## config.mk

```make
export PLATFORM = sky130hd
export DESIGN_NAME = nvwc_ctrl
export DESIGN_NICKNAME = d
export VERILOG_FILES = /design/src/rtl/nvwc_pkg.sv /design/src/rtl/nvwc_cs_edge.sv /design/src/rtl/nvwc_stage.sv /design/src/rtl/nvwc_busy.sv /design/src/rtl/nvwc_bank.sv /design/src/rtl/nvwc_ctrl.sv
export SDC_FILE = /design/constraint.sdc
export NUM_CORES = 1
export LEC_CHECK = 0
export CORE_MARGIN = 2
export CORE_UTILIZATION = 45
export DETAILED_ROUTE_END_ITERATION = 7
export HOLD_SLACK_MARGIN = 0.08
export PLACE_DENSITY_LB_ADDON = 0.05
export SLEW_MARGIN = 20
export SYNTH_ARGS = -nofsm -noshare
export SYNTH_HDL_FRONTEND = slang
export SYNTH_HIERARCHICAL = 1
export SYNTH_SLANG_ARGS = --single-unit
```

## constraint.sdc

```tcl
create_clock -name clk -period 4.55 [get_ports clk]
set_input_delay 0.91 -clock clk [delete_from_list [all_inputs] [get_ports clk]]
set_output_delay 0.91 -clock clk [all_outputs]
set_load 0.03 [all_outputs]
```

## src/rtl/nvwc_pkg.sv

```systemverilog
package nvwc_pkg;

   typedef enum logic [2:0] {
      OP_NONE      = 3'd0,
      OP_WRITE_DR  = 3'd1,
      OP_STORE_ONE = 3'd2,
      OP_STORE_ALL = 3'd3,
      OP_READ_DR   = 3'd4,
      OP_READ_STAT = 3'd5
   } nvwc_op_e;

   function automatic logic is_write_op(input logic [2:0] op);
      return (op == OP_WRITE_DR) || (op == OP_STORE_ONE) || (op == OP_STORE_ALL);
   endfunction

endpackage

```

## src/rtl/nvwc_cs_edge.sv

```systemverilog
module nvwc_cs_edge (
   input  logic clk,
   input  logic rst_n,
   input  logic cs_n,
   output logic cs_rise
);
   logic cs_n_q;

   always_ff @(posedge clk or negedge rst_n) begin
      if (!rst_n) cs_n_q <= 1'b1;
      else        cs_n_q <= cs_n;
   end

   assign cs_rise = cs_n & ~cs_n_q;
endmodule

```

## src/rtl/nvwc_stage.sv

```systemverilog
module nvwc_stage #(
   parameter int NUM_POTS = 4,
   parameter int DATA_W   = 6,
   parameter int POT_W    = 2,
   parameter int IDX_W    = 2
) (
   input  logic                         clk,
   input  logic                         rst_n,
   input  logic                         accept,
   input  logic                         clear,
   input  logic [2:0]                   op,
   input  logic [POT_W-1:0]             pot_sel,
   input  logic [IDX_W-1:0]             reg_sel,
   input  logic [DATA_W-1:0]            wr_data,
   input  logic [NUM_POTS*DATA_W-1:0]   wiper_vals,
   output logic                         pend_valid,
   output logic [IDX_W-1:0]             pend_idx,
   output logic [NUM_POTS-1:0]          pend_mask,
   output logic [NUM_POTS*DATA_W-1:0]   pend_data
);
   import nvwc_pkg::*;

   localparam logic [NUM_POTS-1:0] ONE  = {{(NUM_POTS-1){1'b0}}, 1'b1};
   localparam logic [NUM_POTS-1:0] ALL  = {NUM_POTS{1'b1}};

   logic [NUM_POTS-1:0] sel_hot;
   logic [DATA_W-1:0]   sel_wiper;

   assign sel_hot   = ONE << pot_sel;
   assign sel_wiper = wiper_vals[pot_sel*DATA_W +: DATA_W];

   always_ff @(posedge clk or negedge rst_n) begin
      if (!rst_n) begin
         pend_valid <= 1'b0;
         pend_idx   <= '0;
         pend_mask  <= '0;
         pend_data  <= '0;
      end else if (clear) begin
         pend_valid <= 1'b0;
         pend_mask  <= '0;
      end else if (accept) begin
         pend_valid <= 1'b1;
         pend_idx   <= reg_sel;
         unique case (op)
            OP_WRITE_DR: begin
               pend_mask <= sel_hot;
               pend_data[pot_sel*DATA_W +: DATA_W] <= wr_data;
            end
            OP_STORE_ONE: begin
               pend_mask <= sel_hot;
               pend_data[pot_sel*DATA_W +: DATA_W] <= sel_wiper;
            end
            OP_STORE_ALL: begin
               pend_mask <= ALL;
               pend_data <= wiper_vals;
            end
            default: begin
               pend_valid <= 1'b0;
               pend_mask  <= '0;
            end
         endcase
      end
   end
endmodule

```

## src/rtl/nvwc_busy.sv

```systemverilog
module nvwc_busy #(
   parameter int BUSY_CYCLES = 40
) (
   input  logic clk,
   input  logic rst_n,
   input  logic start,
   output logic busy
);
   localparam int CNT_W = $clog2(BUSY_CYCLES + 1);
   localparam logic [CNT_W-1:0] LOAD = CNT_W'(BUSY_CYCLES - 1);

   logic [CNT_W-1:0] remain;

   always_ff @(posedge clk or negedge rst_n) begin
      if (!rst_n) begin
         busy   <= 1'b0;
         remain <= '0;
      end else if (start && !busy) begin
         busy   <= 1'b1;
         remain <= LOAD;
      end else if (busy) begin
         if (remain == '0) busy <= 1'b0;
         else              remain <= remain - 1'b1;
      end
   end
endmodule

```

## src/rtl/nvwc_bank.sv

```systemverilog
module nvwc_bank #(
   parameter int                 NUM_POTS     = 4,
   parameter int                 REGS_PER_POT = 4,
   parameter int                 DATA_W       = 6,
   parameter int                 POT_W        = 2,
   parameter int                 IDX_W        = 2,
   parameter logic [DATA_W-1:0]  INIT_VAL     = '0
) (
   input  logic                        clk,
   input  logic                        rst_n,
   input  logic                        commit,
   input  logic [IDX_W-1:0]            wr_idx,
   input  logic [NUM_POTS-1:0]         wr_mask,
   input  logic [NUM_POTS*DATA_W-1:0]  wr_data,
   input  logic [POT_W-1:0]            rd_pot,
   input  logic [IDX_W-1:0]            rd_idx,
   output logic [DATA_W-1:0]           rd_val
);
   logic [NUM_POTS*DATA_W-1:0] pot_out;

   for (genvar p = 0; p < NUM_POTS; p++) begin : g_pot
      logic [DATA_W-1:0] cells [REGS_PER_POT];

      always_ff @(posedge clk or negedge rst_n) begin
         if (!rst_n) begin
            for (int i = 0; i < REGS_PER_POT; i++) cells[i] <= INIT_VAL;
         end else if (commit && wr_mask[p]) begin
            cells[wr_idx] <= wr_data[p*DATA_W +: DATA_W];
         end
      end

      assign pot_out[p*DATA_W +: DATA_W] = cells[rd_idx];
   end

   assign rd_val = pot_out[rd_pot*DATA_W +: DATA_W];
endmodule

```

## src/rtl/nvwc_ctrl.sv

```systemverilog
module nvwc_ctrl #(
   parameter int NUM_POTS     = 4,
   parameter int REGS_PER_POT = 4,
   parameter int DATA_W       = 6,
   parameter int RD_W         = 8,
   parameter int BUSY_CYCLES  = 40,
   parameter int POT_W        = $clog2(NUM_POTS),
   parameter int IDX_W        = $clog2(REGS_PER_POT)
) (
   input  logic                        clk,
   input  logic                        rst_n,
   input  logic                        cs_n,
   input  logic                        wp_n,
   input  logic                        cmd_valid,
   input  logic [2:0]                  cmd_op,
   input  logic [POT_W-1:0]            pot_sel,
   input  logic [IDX_W-1:0]            reg_sel,
   input  logic [DATA_W-1:0]           wr_data,
   input  logic [NUM_POTS*DATA_W-1:0]  wiper_vals,
   output logic [RD_W-1:0]             rd_data,
   output logic                        wip
);
   import nvwc_pkg::*;

   if (NUM_POTS < 2 || (1 << POT_W) != NUM_POTS) begin : g_bad_pots
      $error("NUM_POTS must be a power of two of at least 2");
   end
   if (REGS_PER_POT < 2 || (1 << IDX_W) != REGS_PER_POT) begin : g_bad_regs
      $error("REGS_PER_POT must be a power of two of at least 2");
   end
   if (RD_W < DATA_W) begin : g_bad_rd
      $error("RD_W must be at least DATA_W");
   end
   if (BUSY_CYCLES < 1) begin : g_bad_busy
      $error("BUSY_CYCLES must be at least 1");
   end

   logic                       cs_rise;
   logic                       accept;
   logic                       accept_wr;
   logic                       commit;
   logic                       pend_valid;
   logic [IDX_W-1:0]           pend_idx;
   logic [NUM_POTS-1:0]        pend_mask;
   logic [NUM_POTS*DATA_W-1:0] pend_data;
   logic [DATA_W-1:0]          bank_rd;

   assign accept    = cmd_valid & ~cs_n;
   assign accept_wr = accept & is_write_op(cmd_op) & ~wip;
   assign commit    = cs_rise & pend_valid & wp_n & ~wip;

   nvwc_cs_edge u_edge (
      .clk     (clk),
      .rst_n   (rst_n),
      .cs_n    (cs_n),
      .cs_rise (cs_rise)
   );

   nvwc_stage #(
      .NUM_POTS (NUM_POTS),
      .DATA_W   (DATA_W),
      .POT_W    (POT_W),
      .IDX_W    (IDX_W)
   ) u_stage (
      .clk        (clk),
      .rst_n      (rst_n),
      .accept     (accept_wr),
      .clear      (cs_rise),
      .op         (cmd_op),
      .pot_sel    (pot_sel),
      .reg_sel    (reg_sel),
      .wr_data    (wr_data),
      .wiper_vals (wiper_vals),
      .pend_valid (pend_valid),
      .pend_idx   (pend_idx),
      .pend_mask  (pend_mask),
      .pend_data  (pend_data)
   );

   nvwc_bank #(
      .NUM_POTS     (NUM_POTS),
      .REGS_PER_POT (REGS_PER_POT),
      .DATA_W       (DATA_W),
      .POT_W        (POT_W),
      .IDX_W        (IDX_W)
   ) u_bank (
      .clk     (clk),
      .rst_n   (rst_n),
      .commit  (commit),
      .wr_idx  (pend_idx),
      .wr_mask (pend_mask),
      .wr_data (pend_data),
      .rd_pot  (pot_sel),
      .rd_idx  (reg_sel),
      .rd_val  (bank_rd)
   );

   nvwc_busy #(
      .BUSY_CYCLES (BUSY_CYCLES)
   ) u_busy (
      .clk   (clk),
      .rst_n (rst_n),
      .start (commit),
      .busy  (wip)
   );

   always_ff @(posedge clk or negedge rst_n) begin
      if (!rst_n) begin
         rd_data <= '0;
      end else if (accept) begin
         if (cmd_op == OP_READ_DR)   rd_data <= RD_W'(bank_rd);
         if (cmd_op == OP_READ_STAT) rd_data <= RD_W'(wip);
      end
   end
endmodule

```

==> out/metrics.csv, run 1 <==
stage,metric,value,unit
timing,finalCriticalPeriod,3.23,ns
critical_path,crit-reg2reg-capture,u_stage/pend_data[14],
critical_path,ff2ff_setup_slack,1.86,ns
yosys,synth_xor_xnor_area_share,0.110,%
drt,detailroute.via_count,5874,
critical_path,worstSetupEndpointType,flop,
drt,via_per_inst,6.23,
clock_tree,cts.path.max_buffers,2,
place,dp_hpwl,16100,um
yosys,post_synth_fa_ha_maj_area_fraction,1.35,%
yosys,synthDominantCellAreaShare,43.9,%
drt,postRouteAntennaNets,0,
critical_path,cp.required,4.85,ns
yosys,synth_compound_gate_area_share,11.7,%
yosys,synth_top_cell_by_area,dfrtp_1,
critical_path,cp_max_fo,23,
run_status,status,finished clean,
global_route,overall_fraction_of_global_route_tracks_in_use,24.9,%
place,place.gp.congestion,0.940,
global_route,total_global_routing_overflow,0,
timing,grt_setup_unrepaired,no,
yosys,synth_area_leaders,"dfrtp_1 (44%), mux2_2 (15%), mux4_1 (4.0%), mux4_2 (3.7%), nand2_1 (2.5%)",
yosys,synth.ff_latch_count,141,
yosys,synth-seq-area-share,44.3,%
die,ioPinCount,51,
clock_tree,cts_num_sinks,141,
drt,detail_route.wl_per_cell,23.5,um
worst_hold_path,beginning_of_the_worst_hold_path,u_stage/pend_valid,
yosys,synthTopCellsByCount,"dfrtp_1 (140), mux2_2 (107), nand2_1 (54)",
clock_tree,cts_root_buf,clkbuf_16,
yosys,synthSimpleGateAreaFrac,13.3,%
global_route,grt_pass1_wl,34600,um
timing,tns,0,ns
critical_path,rr_startpoint,u_busy/busy,
critical_path,setup.worst_path.class,in -> reg,
place,port_buffers,48,
yosys,synth.cell_area,7980,um^2
worst_hold_path,hold_path.class,reg -> reg,
timing,final_min_period_over_clock_period,70.9,%
timing,report.final.setup_viol,0,
layout,antenna_cells_inserted,0,
yosys,synth_most_common_cell,dfrtp_1,
layout,number_of_non_filler_instances_in_the_completed_layout,943,
worst_hold_path,worstHoldEndpoint,u_stage/pend_valid,
critical_path,timing.reg2reg.worst_path_depth,7,
job,cap_violations,0,
layout,synthToLayoutAreaGrowth,15.0,%
yosys,largest_family_of_logic_cells_by_synthesized_area,multiplexers,
timing,worst_margin_slew,0.894,ns
timing,clock-skew-final,0.00786,ns
critical_path,setup.worst_path.start_class,primary input,
layout,final_nets,755,
clock_tree,clock_insertion_delay_worst_skew,0.41,ns
yosys,synthesis.yosys.warnings,6,
yosys,synthesis.instances,667,
clock_tree,ctsHoldBuffers,0,
layout,layout-drive-gt1-share,26.5,%
die,die_x,137,um
die,die_area,18800,um^2
die,rows,48,
drt,final_wirelength,22100,um
timing,finalHoldViolCount,0,
clock_tree,numCtsBuffers,17,
power,irDropWorstVdd,0.000298,V
yosys,synth-edff-count,0,
yosys,synth_top_flop_cell,dfrtp_1,
yosys,async_set_reset_flop_share_out_of_synthesis,100,%
die,die_h,137,um
clock_tree,tritoncts,yes,
power,static-leakage-power,4.18,nW
layout,filler_cell_count,1512,
drt,detail_route.first_pass.iterations,6,
drt,dr.first_iter.drc_count,488,
clock_tree,htreeDepth,4,
worst_hold_path,hold_path_depth,1,
clock_tree,path_clk_slew,0.06,ns
global_route,grt_pass1_vias,6043,
clock_tree,ctsResizeCount,0,
drt,post_route_drc_violation_count,0,
timing,timing.fmax,310,MHz
die,initial_core_util,46.1,%
yosys,yosys-mux-area-fraction,25.6,%
yosys,post_synth_num_cell_types,81,
timing,final-max-slew-violation-count,0,
global_route,largest_net_degree_at_the_start_of_global_routing,91,
clock_tree,post-cts-setup-buffers,0,
global_route,grt_antenna_before_repair,0,
power,power_density,363,nW/um^2
timing,max-slew-margin-rel,40.4,%
yosys,syn_avg_cell_area,12.0,um^2
die,core_region_area,17300,um^2
place,placedCellCount,912,
critical_path,timing.critical_path.arrival,3.52,ns
-- layer usage --
layer  GRT usage, %  routed length, um  vias to the layer above
met5              0                  0                        -
met4           8.88                585                        0
met3           5.30               1270                       43
met2           37.4              10000                      222
met1           35.5              10300                     3000
li1               -                  -                     2609
-- sequential cells by signal (all words and copies together), names as in the netlist --
register and flops:
u_stage/pend_idx 2, u_stage/pend_valid 1, u_stage/pend_mask 4, u_busy/remain 6, u_edge/cs_n_q 1, u_stage/pend_data 24, u_bank/g_pot.cells 96, rd_data 6
u_busy/busy 1
-- report_power, final --
| part | internal (mW) | switching, mW | total, mW |
|---|---|---|---|
| logic | 0.187 | 0.258 | 0.446 |
| registers | 1.33 | 0.129 | 1.46 |
| clock network | 0.916 | 0.514 | 1.43 |
-- worst max path at each step --
stage / depth (start not counted) / startpoint / slack [ns] / end
CTS: 6 / cmd_op[1] / 1.39 / u_stage/pend_data[19]
finish: 9 / pot_sel[0] / 1.32 / u_stage/pend_data[7]
floorplan: 11 / pot_sel[0] / 1.72 / u_stage/pend_data[5]
global placement: 6 / cmd_op[1] / 0.99 / u_stage/pend_data[19]
detailed placement: 6 / cmd_op[1] / 0.96 / u_stage/pend_data[19]
global route: 9 / pot_sel[0] / 1.13 / u_stage/pend_data[17]
-- layout by cell type (no fill, tap or decap), drive strengths merged, types with 6 or more instances in the layout --
master / count
dfrtp: 140
mux2: 113
nand2: 55
clkdlybuf4s50: 46
nor2: 37
mux4: 26
clkbuf: 21
o21ai: 19
a22oi: 17
nor2b: 17
nand3: 16
a21oi: 15
mux2i: 11
inv: 11
buf: 11
nor3: 11
nand4: 8
nand2b: 8
a31oi: 8
o211ai: 8
a22o: 8
ha: 7
o31ai: 6
and2: 6
-- critical path, stage by stage --
cell and delay [ns]:
clkdlybuf4s50_1 0.48, inv_1 0.11, ha_1 0.86, buf_4 0.29
nand4bb_1 0.14, o211ai_1 0.20, a211oi_2 0.27, o21ai_1 0.10
o21a_1 0.17
-- through the flow --
stage	hold slack [ns]	power, mW	cell area [um^2]	utilization, %	worst slack, ns
2_1_floorplan	0.442	1.72	7980	-	1.72
3_3_place_gp	0.465	1.90	8550	49.5	0.985
3_5_place_dp	0.469	1.92	8550	49.5	0.961
4_1_cts	0.482	3.36	9170	53.0	1.39
5_1_grt	0.505	3.47	9170	53.0	1.13
6_report	0.485	3.33	9170	53.0	1.32
-- area by class of cell --
type | count | area, um^2 | share of cell area [%]
multi-input cells | 478 | 4160 | 45.3
clock buffers | 21 | 480 | 5.24
clock inverters | 10 | 138 | 1.50
flip-flops and latches | 141 | 3530 | 38.5
repair buffers | 57 | 544 | 5.93
inverters | 11 | 41.3 | 0.450
well taps | 225 | 282 | 3.07
-- logic make-up after synthesis --
| family | Yosys count |
|---|---|
| DFF | 141 |
| AOI/OAI and AO/OA | 129 |
| xor gates and xnor gates | 1 |
| other | 1 |
| muxes | 150 |
| buffers and inverters | 49 |
| adders and majority gates | 9 |
| and+or+nand+nor | 187 |
Power figures use the tool's default switching activity.
==> run 2, diff against run 1 <==
clock period = 2.6 ns   (was 4.55 ns; I/O delays follow)
==> out/metrics.csv, run 2 (same netlist as run 1, synthesis figures left out) <==
stage,metric,value,unit
die,rows,48,
clock_tree,clock_insertion_delay_worst_skew,0.42,ns
place,place.gp.congestion,0.904,
clock_tree,ctsResizeCount,0,
power,static-leakage-power,4.68,nW
run_status,status,finished clean,
power,irDropWorstVdd,0.000489,V
layout,most-common-layout-cells,"dfrtp_1 (140), mux2_2 (107), buf_4 (90)",
drt,detail_route.first_pass.iterations,5,
drt,final_wirelength,24000,um
drt,detailroute.via_count,6288,
clock_tree,cts_num_sinks,141,
place,port_buffers,48,
critical_path,crit-reg2reg-capture,u_stage/pend_data[7],
layout,most_frequent_standard_cell_in_the_layout_excluding_fill_and_tap_cells,dfrtp_1,
place,dp_hpwl,18300,um
drt,post_route_drc_violation_count,0,
timing,grt_setup_unrepaired,no,
power,internal_power,4.35,mW
layout,antenna_cells_inserted,0,
layout,post-route-cell-area,10000,um^2
place,placedCellCount,1006,
layout,number_of_non_filler_instances_in_the_completed_layout,1036,
critical_path,critical-path-slowest-cell,mux4_2,
global_route,total_global_routing_overflow,0,
clock_tree,cts.path.max_buffers,2,
drt,postRouteAntennaNets,0,
timing,final-max-slew-violation-count,0,
critical_path,timing.reg2reg.worst_path_depth,8,
die,core_region_area,17300,um^2
critical_path,timing.critical_path.arrival,2.82,ns
layout,largest_registers,"u_bank/g_pot.cells x96, u_stage/pend_data x24",
die,die_x,137,um
clock_tree,tritoncts,yes,
power,pwr-share-comb,15.8,%
timing,worst_margin_slew,0.663,ns
clock_tree,numCtsBuffers,17,
timing,clock-skew-final,0.00839,ns
critical_path,worstSetupEndpointType,flop,
power,power_frac_seq,42.5,%
die,initial_core_util,46.1,%
worst_hold_path,hold_path.class,in -> async,
timing,max-slew-margin-rel,55.8,%
drt,detail_route.wl_per_cell,23.1,um
critical_path,crit_path_max_cell_delay,0.53,ns
critical_path,cp_cell_sequence,"clkdlybuf4s50_1, buf_12, buf_12, mux4_2, a22oi_1, nand2_1, nor2b_1, mux2_4",
power,power_frac_clock,41.8,%
clock_tree,cts_root_buf,clkbuf_16,
die,die_h,137,um
drt,dr.first_iter.drc_count,513,
job,cap_violations,0,
place,post_dp_cell_area,9420,um^2
critical_path,cp.required,2.90,ns
layout,synthToLayoutAreaGrowth,25.7,%
drt,via_per_inst,6.07,
place,dpl_worst_slack,-0.344,ns
timing,report.final.setup_viol,0,
clock_tree,post-cts-setup-buffers,0,
global_route,grt_antenna_before_repair,0,
power,power_density,594,nW/um^2
clock_tree,ctsHoldBuffers,0,
layout,largest_register,u_bank/g_pot.cells,
timing,timing.final.ws_setup,0.0844,ns
die,ioPinCount,51,
global_route,grt_pass1_vias,6433,
global_route,grt_pass1_wl,37200,um
global_route,largest_net_degree_at_the_start_of_global_routing,68,
timing,timing.fmax,398,MHz
critical_path,cp_max_fo,18,
critical_path,setup.worst_path.start_class,primary input,
critical_path,ff2ff_setup_slack,0.37,ns
die,die_area,18800,um^2
critical_path,path_common_cell,buf_12,
layout,final_nets,849,
critical_path,setup.worst_path.class,in -> reg,
timing,finalHoldViolCount,0,
clock_tree,path_clk_slew,0.06,ns
clock_tree,htreeDepth,4,
power,sw_frac_of_total,27.0,%
layout,layout-drive-gt1-share,34.6,%
power,switchingPower,1.60,mW
global_route,overall_fraction_of_global_route_tracks_in_use,26.9,%
critical_path,rr_startpoint,u_busy/busy,
layout,largest_register_ff_count,96,
timing,finalCriticalPeriod,2.52,ns
timing,final_min_period_over_clock_period,96.8,%
==> run 2: cell count changes in the layout (fill, tap and decap cells not counted), sizes merged <==
cell / delta
clkinvlp: +1
clkbuf: -2
clkinv: -1
buf: +94
bufinv: +1
==> run 2: layout make-up <==
| type | count | area [um^2] |
|---|---|---|
| fill | 1410 | 7270 |
| sequential | 141 | 3530 |
| clock inverter | 11 | 170 |
| tap | 225 | 282 |
| inverter | 11 | 41.3 |
| timing repair buffer | 151 | 1410 |
| multi-input combinational | 478 | 4160 |
| clock buffer | 19 | 433 |
==> run 2: how the worst max path moves through the flow <==
stage / start / end / cells after the start
4_1_cts: pot_sel[0] / u_stage/pend_data[19] / 10
2_1_floorplan: pot_sel[0] / u_stage/pend_data[5] / 11
6_report: reg_sel[0] / rd_data[1] / 8
3_5_place_dp: pot_sel[0] / u_stage/pend_data[19] / 10
5_1_grt: pot_sel[0] / u_stage/pend_data[19] / 10
3_3_place_gp: pot_sel[0] / u_stage/pend_data[19] / 10
==> run 2: power by group through the flow <==
stage	logic [mW]	clock network, mW	registers, mW
2_1_floorplan	0.531	0	2.48
3_3_place_gp	0.910	0	2.55
3_5_place_dp	0.934	0	2.56
4_1_cts	0.939	2.54	2.53
5_1_grt	1.02	2.63	2.55
6_report	0.939	2.48	2.53
==> run 2: per-stage QoR <==
step / setup TNS (ns) / util [%] / total power, mW / hold WS [ns]
final: 0 / 58.0 / 5.95 / 0.106
after global routing: 0 / 58.0 / 6.20 / 0.147
after CTS: 0 / 58.0 / 6.00 / 0.124
after detailed placement: -4.46 / 54.5 / 3.50 / 0.489
after global placement: -4.50 / 54.5 / 3.46 / 0.479
after floorplan: 0 / - / 3.01 / 0.224
==> run 2: routing by layer <==
metal  GRT usage [%]  share of wire, %  routed length (um)  vias to the layer above
li1                -                 -                   -                     2810
met1            36.2                44               10500                     3196
met2            43.1                48               11400                      233
met3            4.96               5.3                1270                       49
met4            10.6               3.1                 750                        0
met5               0                 0                   0                        -
==> run 2: critical path: cells and delay by family <==
family / cells / cell delay [ns]
muxes: 2 / 0.79
buffers and inverters: 3 / 0.86
AOI/OAI and AO/OA: 1 / 0.37
and+or+nand+nor: 2 / 0.27
==> run 3, diff against run 2 <==
MAX_ROUTING_LAYER = met4   (was unset)
==> out/metrics.csv, run 3 (same netlist as run 1, synthesis figures left out) <==
stage,metric,value,unit
timing,final_min_period_over_clock_period,95.9,%
drt,met1Wirelength,10500,um
critical_path,critical-path-slowest-cell,clkdlybuf4s50_1,
critical_path,crit_path_max_cell_delay,0.51,ns
job,cap_violations,0,
layout,largest_registers,"u_bank/g_pot.cells x96, u_stage/pend_data x24",
die,ioPinCount,51,
worst_hold_path,hold_path.class,in -> async,
die,die_h,137,um
drt,detail_route.wl_per_cell,23.3,um
global_route,total_global_routing_overflow,0,
timing,finalCriticalPeriod,2.49,ns
clock_tree,numCtsBuffers,17,
clock_tree,htreeDepth,4,
die,initial_core_util,46.1,%
global_route,grt_pass1_vias,6425,
layout,synthToLayoutAreaGrowth,25.7,%
timing,timing.fmax,401,MHz
global_route,overall_fraction_of_global_route_tracks_in_use,27.8,%
timing,finalHoldViolCount,0,
layout,largest_register,u_bank/g_pot.cells,
timing,grt_setup_unrepaired,no,
critical_path,setup.worst_path.start_class,primary input,
die,rows,48,
timing,timing.final.ws_setup,0.106,ns
layout,final_nets,850,
clock_tree,cts_root_buf,clkbuf_16,
clock_tree,cts.path.max_buffers,2,
drt,postRouteAntennaNets,0,
critical_path,ff2ff_setup_slack,0.47,ns
place,dpl_worst_slack,-0.372,ns
timing,worst_margin_slew,0.553,ns
global_route,grt_antenna_before_repair,0,
critical_path,setup.worst_path.class,in -> reg,
drt,detailroute.via_count,6254,
clock_tree,ctsHoldBuffers,0,
timing,clock-skew-final,0.0115,ns
layout,antenna_cells_inserted,0,
drt,via_per_inst,6.03,
critical_path,cp_cell_sequence,"clkdlybuf4s50_1, buf_12, buf_12, mux4_2, a22oi_1, nand2_1, nor2b_1, mux2_4",
drt,dr.first_iter.drc_count,517,
critical_path,crit-reg2reg-capture,u_stage/pend_data[4],
timing,report.final.setup_viol,0,
drt,dr_wl_met2,12000,um
drt,post_route_drc_violation_count,0,
drt,final_wirelength,24200,um
clock_tree,tritoncts,yes,
critical_path,cp_max_fo,18,
global_route,grt_pass1_wl,37200,um
power,static-leakage-power,4.67,nW
place,post_dp_cell_area,9390,um^2
power,power_density,602,nW/um^2
drt,detail_route.first_pass.iterations,5,
layout,most_frequent_standard_cell_in_the_layout_excluding_fill_and_tap_cells,dfrtp_1,
timing,max-slew-margin-rel,63.2,%
critical_path,cp.required,2.90,ns
critical_path,path_common_cell,buf_12,
layout,layout-drive-gt1-share,35.1,%
clock_tree,cts_num_sinks,141,
place,port_buffers,48,
timing,final-max-slew-violation-count,0,
layout,largest_register_ff_count,96,
clock_tree,ctsResizeCount,0,
layout,post-route-cell-area,10000,um^2
layout,most-common-layout-cells,"dfrtp_1 (140), mux2_2 (107), buf_4 (94)",
die,core_region_area,17300,um^2
clock_tree,post-cts-setup-buffers,0,
place,dp_hpwl,18200,um
critical_path,timing.critical_path.arrival,2.80,ns
die,die_x,137,um
clock_tree,clock_insertion_delay_worst_skew,0.43,ns
critical_path,timing.reg2reg.worst_path_depth,9,
clock_tree,path_clk_slew,0.07,ns
drt,routed.top_layer,met4,
global_route,largest_net_degree_at_the_start_of_global_routing,59,
critical_path,rr_startpoint,u_busy/busy,
run_status,status,finished clean,
drt,routed-wl-met3,1080,um
critical_path,worstSetupEndpointType,flop,
die,die_area,18800,um^2
power,irDropWorstVdd,0.000506,V
place,place.gp.congestion,0.932,
## run 3: cell types whose count changed in the layout (fill, tap and decap cells not counted)
| cell | previous run | this run |
|---|---|---|
| a2111oi_1 | 0 | 1 |
| buf_4 | 90 | 94 |
| inv_6 | 0 | 1 |
| clkbuf_1 | 2 | 0 |
| clkbuf_8 | 0 | 1 |
| clkinvlp_4 | 3 | 6 |
| buf_12 | 13 | 10 |
| a2111oi_0 | 2 | 1 |
| clkinv_2 | 2 | 0 |
## run 3: routing by layer
metal	track usage [%]	vias up
met4	9.91	0
li1	-	2817
met2	45.8	194
met1	35.0	3207
met3	4.15	36
met5	-	-
## run 3: through the flow
stage          hold slack, ns  std cells  setup TNS [ns]  utilization, %  total power [mW]
2_1_floorplan           0.224        668               0               -              3.01
3_3_place_gp            0.478       1007           -4.05            54.3              3.46
3_5_place_dp            0.486       1007           -4.68            54.3              3.48
4_1_cts                0.0888       1038               0            57.9              6.07
5_1_grt                 0.109       1038               0            57.9              6.26
6_report               0.0776       1038               0            57.9              6.04
## run 3: layout make-up
| cell class | count | area [um^2] |
|---|---|---|
| Clock buffer | 18 | 439 |
| Clock inverter | 13 | 191 |
| Fill cell | 1463 | 7270 |
| Inverter | 11 | 41.3 |
| Multi-Input combinational cell | 478 | 4160 |
| Sequential cell | 141 | 3530 |
| Tap cell | 225 | 282 |
| Timing Repair Buffer | 152 | 1380 |
## run 3: worst max path at each step
stage                     from  cells after the start                    end
floorplan           pot_sel[0]                     11   u_stage/pend_data[5]
global placement    pot_sel[0]                     10  u_stage/pend_data[19]
detailed placement  pot_sel[0]                     10  u_stage/pend_data[19]
CTS                 pot_sel[0]                     10  u_stage/pend_data[19]
global route        pot_sel[0]                      9   u_stage/pend_data[7]
finish              reg_sel[0]                      8             rd_data[1]
## run 3: power by group
| part | internal, mW | switching [mW] | total, mW |
|---|---|---|---|
| Clock | 1.63 | 0.950 | 2.58 |
| Combinational | 0.429 | 0.499 | 0.927 |
| Sequential | 2.32 | 0.210 | 2.53 |
| Total | 4.38 | 1.66 | 6.04 |
## run 3: worst max-delay path: cells and delay by family
family                 cells  cell delay, ns
and+or+nand+nor            2            0.27
buffers and inverters      3            0.86
AOI/OAI and AO/OA          1            0.37
muxes                      2            0.77
